### src/rtl/serdac_pkg.sv
package serdac_pkg;
  typedef enum logic [1:0] {
    CMD_LOAD = 2'b00,
    CMD_RSV1 = 2'b01,
    CMD_RSV2 = 2'b10,
    CMD_RISE = 2'b11
  } cmd_e;
endpackage

### src/rtl/serdac_sync.sv
module serdac_sync #(
  parameter int unsigned   W       = 3,
  parameter int unsigned   STAGES  = 2,
  parameter logic [W-1:0]  RST_VAL = '0
) (
  input  logic         clk_i,
  input  logic         rst_ni,
  input  logic [W-1:0] d_i,
  output logic [W-1:0] q_o
);
  logic [W-1:0] stg [STAGES];

  for (genvar s = 0; s < STAGES; s++) begin : g_stage
    always_ff @(posedge clk_i or negedge rst_ni) begin
      if (!rst_ni)     stg[s] <= RST_VAL;
      else if (s == 0) stg[s] <= d_i;
      else             stg[s] <= stg[s-1];
    end
  end

  assign q_o = stg[STAGES-1];
endmodule

### src/rtl/serdac_shift.sv
module serdac_shift #(
  parameter int unsigned FRAME_W = 16,
  localparam int unsigned CNT_W  = $clog2(FRAME_W + 2)
) (
  input  logic               clk_i,
  input  logic               rst_ni,
  input  logic               sclk_s_i,
  input  logic               fr_s_i,
  input  logic               din_s_i,
  input  logic               rise_mode_i,
  output logic [FRAME_W-1:0] sreg_o,
  output logic [CNT_W-1:0]   cnt_o,
  output logic               fr_rise_o,
  output logic               fr_hi_q_o,
  output logic               sdo_o
);
  localparam logic [CNT_W-1:0] CNT_MAX = CNT_W'(FRAME_W + 1);

  logic sclk_q, fr_q;
  logic sclk_rise, sclk_fall, fr_fall;
  logic cap_edge, out_edge;

  always_ff @(posedge clk_i or negedge rst_ni) begin
    if (!rst_ni) begin
      sclk_q <= 1'b1;
      fr_q   <= 1'b1;
    end else begin
      sclk_q <= sclk_s_i;
      fr_q   <= fr_s_i;
    end
  end

  assign sclk_rise = sclk_s_i & ~sclk_q;
  assign sclk_fall = ~sclk_s_i & sclk_q;
  assign fr_fall   = ~fr_s_i & fr_q;
  assign fr_rise_o = fr_s_i & ~fr_q;
  assign fr_hi_q_o = fr_q;

  // capture gated by live frame level, output shift by the previous one,
  // so an output edge coinciding with frame close still counts
  assign cap_edge = (rise_mode_i ? sclk_rise : sclk_fall) & ~fr_s_i;
  assign out_edge = (rise_mode_i ? sclk_fall : sclk_rise) & ~fr_q;

  always_ff @(posedge clk_i or negedge rst_ni) begin
    if (!rst_ni) begin
      sreg_o <= '0;
      cnt_o  <= '0;
      sdo_o  <= 1'b0;
    end else begin
      if (cap_edge) sreg_o <= {sreg_o[FRAME_W-2:0], din_s_i};
      if (fr_fall)
        cnt_o <= cap_edge ? CNT_W'(1) : '0;
      else if (cap_edge && cnt_o != CNT_MAX)
        cnt_o <= cnt_o + CNT_W'(1);
      if (out_edge) sdo_o <= sreg_o[FRAME_W-1];
    end
  end
endmodule

### src/rtl/serdac_ctl.sv
module serdac_ctl
  import serdac_pkg::*;
#(
  parameter int unsigned FRAME_W = 16,
  parameter int unsigned DATA_W  = 14,
  localparam int unsigned CNT_W  = $clog2(FRAME_W + 2),
  localparam int unsigned TOP    = FRAME_W - 3
) (
  input  logic               clk_i,
  input  logic               rst_ni,
  input  logic               fr_rise_i,
  input  logic [FRAME_W-1:0] sreg_i,
  input  logic [CNT_W-1:0]   cnt_i,
  output logic [DATA_W-1:0]  code_o,
  output logic               upd_o,
  output logic               err_o,
  output logic               rise_mode_o
);
  localparam logic [CNT_W-1:0] CNT_FULL = CNT_W'(FRAME_W);

  cmd_e cmd;
  logic full;

  assign cmd  = cmd_e'(sreg_i[FRAME_W-1 -: 2]);
  assign full = (cnt_i == CNT_FULL);

  always_ff @(posedge clk_i or negedge rst_ni) begin
    if (!rst_ni) begin
      code_o      <= '0;
      upd_o       <= 1'b0;
      err_o       <= 1'b0;
      rise_mode_o <= 1'b0;
    end else begin
      upd_o <= 1'b0;
      err_o <= 1'b0;
      if (fr_rise_i) begin
        if (!full) begin
          err_o <= 1'b1;
        end else begin
          unique case (cmd)
            CMD_LOAD: begin
              code_o <= sreg_i[TOP -: DATA_W];
              upd_o  <= 1'b1;
            end
            CMD_RISE: rise_mode_o <= 1'b1;
            default: ;
          endcase
        end
      end
    end
  end
endmodule

### src/rtl/serdac_rx.sv
module serdac_rx #(
  parameter int unsigned FRAME_W    = 16,
  parameter int unsigned DATA_W     = 14,
  parameter int unsigned SYNC_STAGE = 2
) (
  input  logic              clk_i,
  input  logic              rst_ni,
  input  logic              frame_ni,
  input  logic              sclk_i,
  input  logic              sdin_i,
  output logic              sdo_o,
  output logic [DATA_W-1:0] code_o,
  output logic              upd_o,
  output logic              err_o
);
  localparam int unsigned CNT_W = $clog2(FRAME_W + 2);

  logic [2:0]         pins_s;
  logic [FRAME_W-1:0] sreg;
  logic [CNT_W-1:0]   cnt;
  logic               fr_rise, fr_hi_q, rise_mode;

  serdac_sync #(
    .W(3), .STAGES(SYNC_STAGE), .RST_VAL(3'b011)
  ) u_sync (
    .clk_i (clk_i),
    .rst_ni(rst_ni),
    .d_i   ({sdin_i, frame_ni, sclk_i}),
    .q_o   (pins_s)
  );

  serdac_shift #(.FRAME_W(FRAME_W)) u_shift (
    .clk_i      (clk_i),
    .rst_ni     (rst_ni),
    .sclk_s_i   (pins_s[0]),
    .fr_s_i     (pins_s[1]),
    .din_s_i    (pins_s[2]),
    .rise_mode_i(rise_mode),
    .sreg_o     (sreg),
    .cnt_o      (cnt),
    .fr_rise_o  (fr_rise),
    .fr_hi_q_o  (fr_hi_q),
    .sdo_o      (sdo_o)
  );

  serdac_ctl #(.FRAME_W(FRAME_W), .DATA_W(DATA_W)) u_ctl (
    .clk_i      (clk_i),
    .rst_ni     (rst_ni),
    .fr_rise_i  (fr_rise),
    .sreg_i     (sreg),
    .cnt_i      (cnt),
    .code_o     (code_o),
    .upd_o      (upd_o),
    .err_o      (err_o),
    .rise_mode_o(rise_mode)
  );
endmodule

### config.mk
export PLATFORM = sky130hd
export DESIGN_NAME = serdac_rx
export DESIGN_NICKNAME = d
export VERILOG_FILES = /design/src/rtl/serdac_pkg.sv /design/src/rtl/serdac_sync.sv /design/src/rtl/serdac_shift.sv /design/src/rtl/serdac_ctl.sv /design/src/rtl/serdac_rx.sv
export SDC_FILE = /design/constraint.sdc
export NUM_CORES = 1
export LEC_CHECK = 0
export BUFFER_PORTS_ARGS = -buffer_cell sky130_fd_sc_hd__buf_4
export CAP_MARGIN = 25
export CORE_ASPECT_RATIO = 1.75
export CORE_UTILIZATION = 57
export DETAILED_ROUTE_END_ITERATION = 7
export GPL_ROUTABILITY_DRIVEN = 0
export PLACE_DENSITY = 0.78
export SLEW_MARGIN = 10
export SYNTH_ARGS = -nofsm -noshare
export SYNTH_HDL_FRONTEND = slang
export SYNTH_SLANG_ARGS = --single-unit
export TNS_END_PERCENT = 20
### constraint.sdc
create_clock -name clk_i -period 2.44 [get_ports clk_i]
set_clock_uncertainty 0.05 [all_clocks]
set_input_delay 0.122 -clock clk_i [delete_from_list [all_inputs] [get_ports clk_i]]
set_output_delay 0.122 -clock clk_i [all_outputs]
set_load 0.02 [all_outputs]
==> impl_metrics.toml <==
[power]
p_sw_mw = 0.368
intPower_mw = 1.27
ir_worst_vdd_mv = 0.668
p_comb_frac = 0.081
p_sw_frac = 0.225
power_density_nw_per_um2 = 716
clkPwrFrac = 0.362
p_seq_frac = 0.557
p_leak_nw = 1.15

[sta]
hold_violations = 0
setup_tns_ns = 0
finalCriticalPeriod_ns = 2.04
setup_viol = 0
tightestPinTransition_ns = 0.677
relSlewSlack = 0.542
slew_violations = 0
timing.final.crit_share = 0.835
rsz0062_at_grt = "no"
max_freq_mhz = 491

[worst_setup_path]
path_class = "reg -> reg"
endpoint_kind = "flip-flop"
regToRegStartpoint = "u_shift.cnt_o[0]$_DFFE_PN0P_"
critPathMaxFanout = 8
crit_required_ns = 2.58
arrival_ns = 2.17
startpoint_type = "flip-flop"
critPathLaunch = "u_shift.cnt_o[0]$_DFFE_PN0P_"

[hold_path]
holdCritPathClass = "in -> async"

[synth]
synthFlopType = "dfrtp_1"
ys_ff_latch = 47
synth_fp_nets = 141
async_reset_ff_frac = 1.00
synth_edf_count = 0
ys_seq_area_frac = 0.607
synth_cells = 133
yosysWarnings = 0
synthesis.area_um2 = 1950
avgSynthCellArea_um2 = 14.7
synth_cell_types = 29

[global_route]
grt_pass1_wl_mm = 5.26
grt_pass1_vias = 1165
antenna_found_initial = 0
overflow = 0
gr-usage-all-layers = 0.203
grt_max_degree = 48

[route]
viasPerCell = 5.40
drc_errors = 0
drtIter0Drc = 48
wire_per_inst_um = 15.3
vias = 1108
routed_wl_mm = 3.13
dr.pass1.iters = 4
ant_nets = 0

[cts]
cts_max_level = 2
cts.sinks = 47
cts_max_path_buffers = 2
clk_pin_slew_worst_paths_ns = 0.08
cts_tree = "built"
post-cts-setup-buffer-count = 0
clock_latency_ns = 0.30
cts_root_buffer = "clkbuf_8"
cts_buffers = 5

[cells_and_area]
nNetsFinal = 169
multi_input_area_um2 = 703
post-route-util = 0.713
synthToLayoutAreaGrowth_pct = 17.5
drive_above_1_share = 0.426
seq_area_um2 = 1180
fillers = 230
antennaDiodeCount = 0

[die]
die_w_um = 46.2
initial_core_util = 0.607
io_pins = 22
die_area_um2 = 3670
coreArea_um2 = 3210
die_height_um = 79.4
rows = 27

[run_status]
status = "finished clean"

[placed_design]
io_buffers = 21
place_hpwl_mm = 2.16

[run]
max_cap_violations = 0
==> path summary, 6_finish.rpt <==
kind / depth (start not counted) / slack (ns) / end
worst min register to register: 0 / 0.30 / u_sync.q_o[2]$_DFF_PN0_
worst min-delay path: 2 / 0.30 / u_shift.cnt_o[2]$_DFFE_PN0P_
min in group clk_i: 0 / 0.30 / u_sync.q_o[2]$_DFF_PN0_
worst max register to register: 6 / 0.40 / u_ctl.code_o[0]$_DFFE_PN0P_
max in group asynchronous: 2 / 1.65 / u_shift.sreg_o[3]$_DFFE_PN0P_
worst max-delay path: 6 / 0.40 / u_ctl.code_o[0]$_DFFE_PN0P_
==> synth_stat cells (all sizes together) (2+ instances only) <==
library cell	number	area, um2
and2	3	21.3
nand2b	5	31.3
nor4bb	2	20.0
buf	5	40.0
mux2	30	372
inv	6	22.5
dfstp	6	158
mux2i	4	40.0
ha	3	37.5
nor2b	2	12.5
o21ai	3	15.0
a211oi	2	15.0
nand2	5	18.8
dfrtp	41	1030
nand3	4	20.0
a21oi	4	20.0
==> cell families after synthesis <==
family                   Yosys count  share of synthesized area
AO/OA/AOI/OAI                     12                     0.0430
adder cells (fa/ha/maj)            3                     0.0193
buffers and inverters             11                     0.0321
flip-flops                        47                      0.607
multiplexers                      34                      0.211
AND/OR/NAND/NOR                   26                     0.0873
==> cell usage in the layout, fill, tap and decap left out, types with 3 or more instances in the layout <==
cell type / synthesis / final
mux2_2: 21 / 21
buf_4: 0 / 22
mux2_4: 9 / 9
a21oi_1: 4 / 4
o21ai_0: 3 / 3
nand2_1: 5 / 5
dfstp_2: 6 / 6
clkbuf_8: 0 / 6
nand2b_1: 5 / 5
mux2i_1: 4 / 4
inv_1: 6 / 6
dlygate4sd3_1: 0 / 4
dfrtp_1: 41 / 41
nand3_1: 4 / 4
ha_1: 3 / 3
==> layout make-up <==
| cell class | count | share of cell area |
|---|---|---|
| clock inverter | 2 | 0.0169 |
| inverter | 6 | 0.00984 |
| clock buffer | 6 | 0.0361 |
| multi-input combinational | 75 | 0.307 |
| timing repair buffer | 26 | 0.0896 |
| tap | 43 | 0.0235 |
| sequential | 47 | 0.517 |
==> power groups by stage <==
stage / clock network, mW / registers (mW) / logic [mW]
after global routing: 0.638 / 0.927 / 0.145
after CTS: 0.610 / 0.917 / 0.136
after detailed placement: 0 / 0.930 / 0.129
final: 0.594 / 0.914 / 0.133
after floorplan: 0 / 0.907 / 0.0982
after global placement: 0 / 0.923 / 0.123
==> routing by layer <==
| layer | part of all wire | GRT usage | vias up |
|---|---|---|---|
| li1 | - | - | 521 |
| met1 | 0.42 | 0.243 | 556 |
| met2 | 0.53 | 0.330 | 25 |
| met3 | 0.035 | 0.0614 | 6 |
| met4 | 0.018 | 0.0794 | 0 |
| met5 | 0 | 0 | - |
==> state kept, by name, indices dropped and copies added (netlist names) <==
signal,count
u_ctl.code_o,14
u_ctl.err_o,1
u_ctl.rise_mode_o,1
u_ctl.upd_o,1
u_shift.cnt_o,5
u_shift.fr_hi_q_o,1
u_shift.sclk_q,1
u_shift.sdo_o,1
u_shift.sreg_o,16
u_sync.q_o,3
u_sync.stg,3
==> worst max-delay path, cell delays in order, from the launching register on <==
cell,delay [ns]
dfrtp_1,0.43
inv_1,0.10
ha_1,0.20
and4bb_2,0.25
nand3_1,0.30
buf_4,0.24
mux2_2,0.35
==> metrics by stage <==
step / instances / instance area (um2) / setup slack, ns / power, mW / hold slack (ns)
after CTS: 205 / 2290 / 0.393 / 1.66 / 0.305
final: 205 / 2290 / 0.402 / 1.64 / 0.302
after global routing: 205 / 2290 / 0.252 / 1.71 / 0.316
after global placement: 193 / 2130 / 0.505 / 1.05 / 0.102
after floorplan: 133 / 1950 / 0.482 / 1.01 / -0.224
after detailed placement: 193 / 2130 / 0.424 / 1.06 / 0.108
==> timing repair <==
item | CTS | global route
resized for setup | 0 | 0
hold buffers | 4 | 0
endpoints found under the hold margin | 44 | 0
endpoints found under the setup margin | 0 | 0
Note: power is estimated with default switching activity, not from simulation.
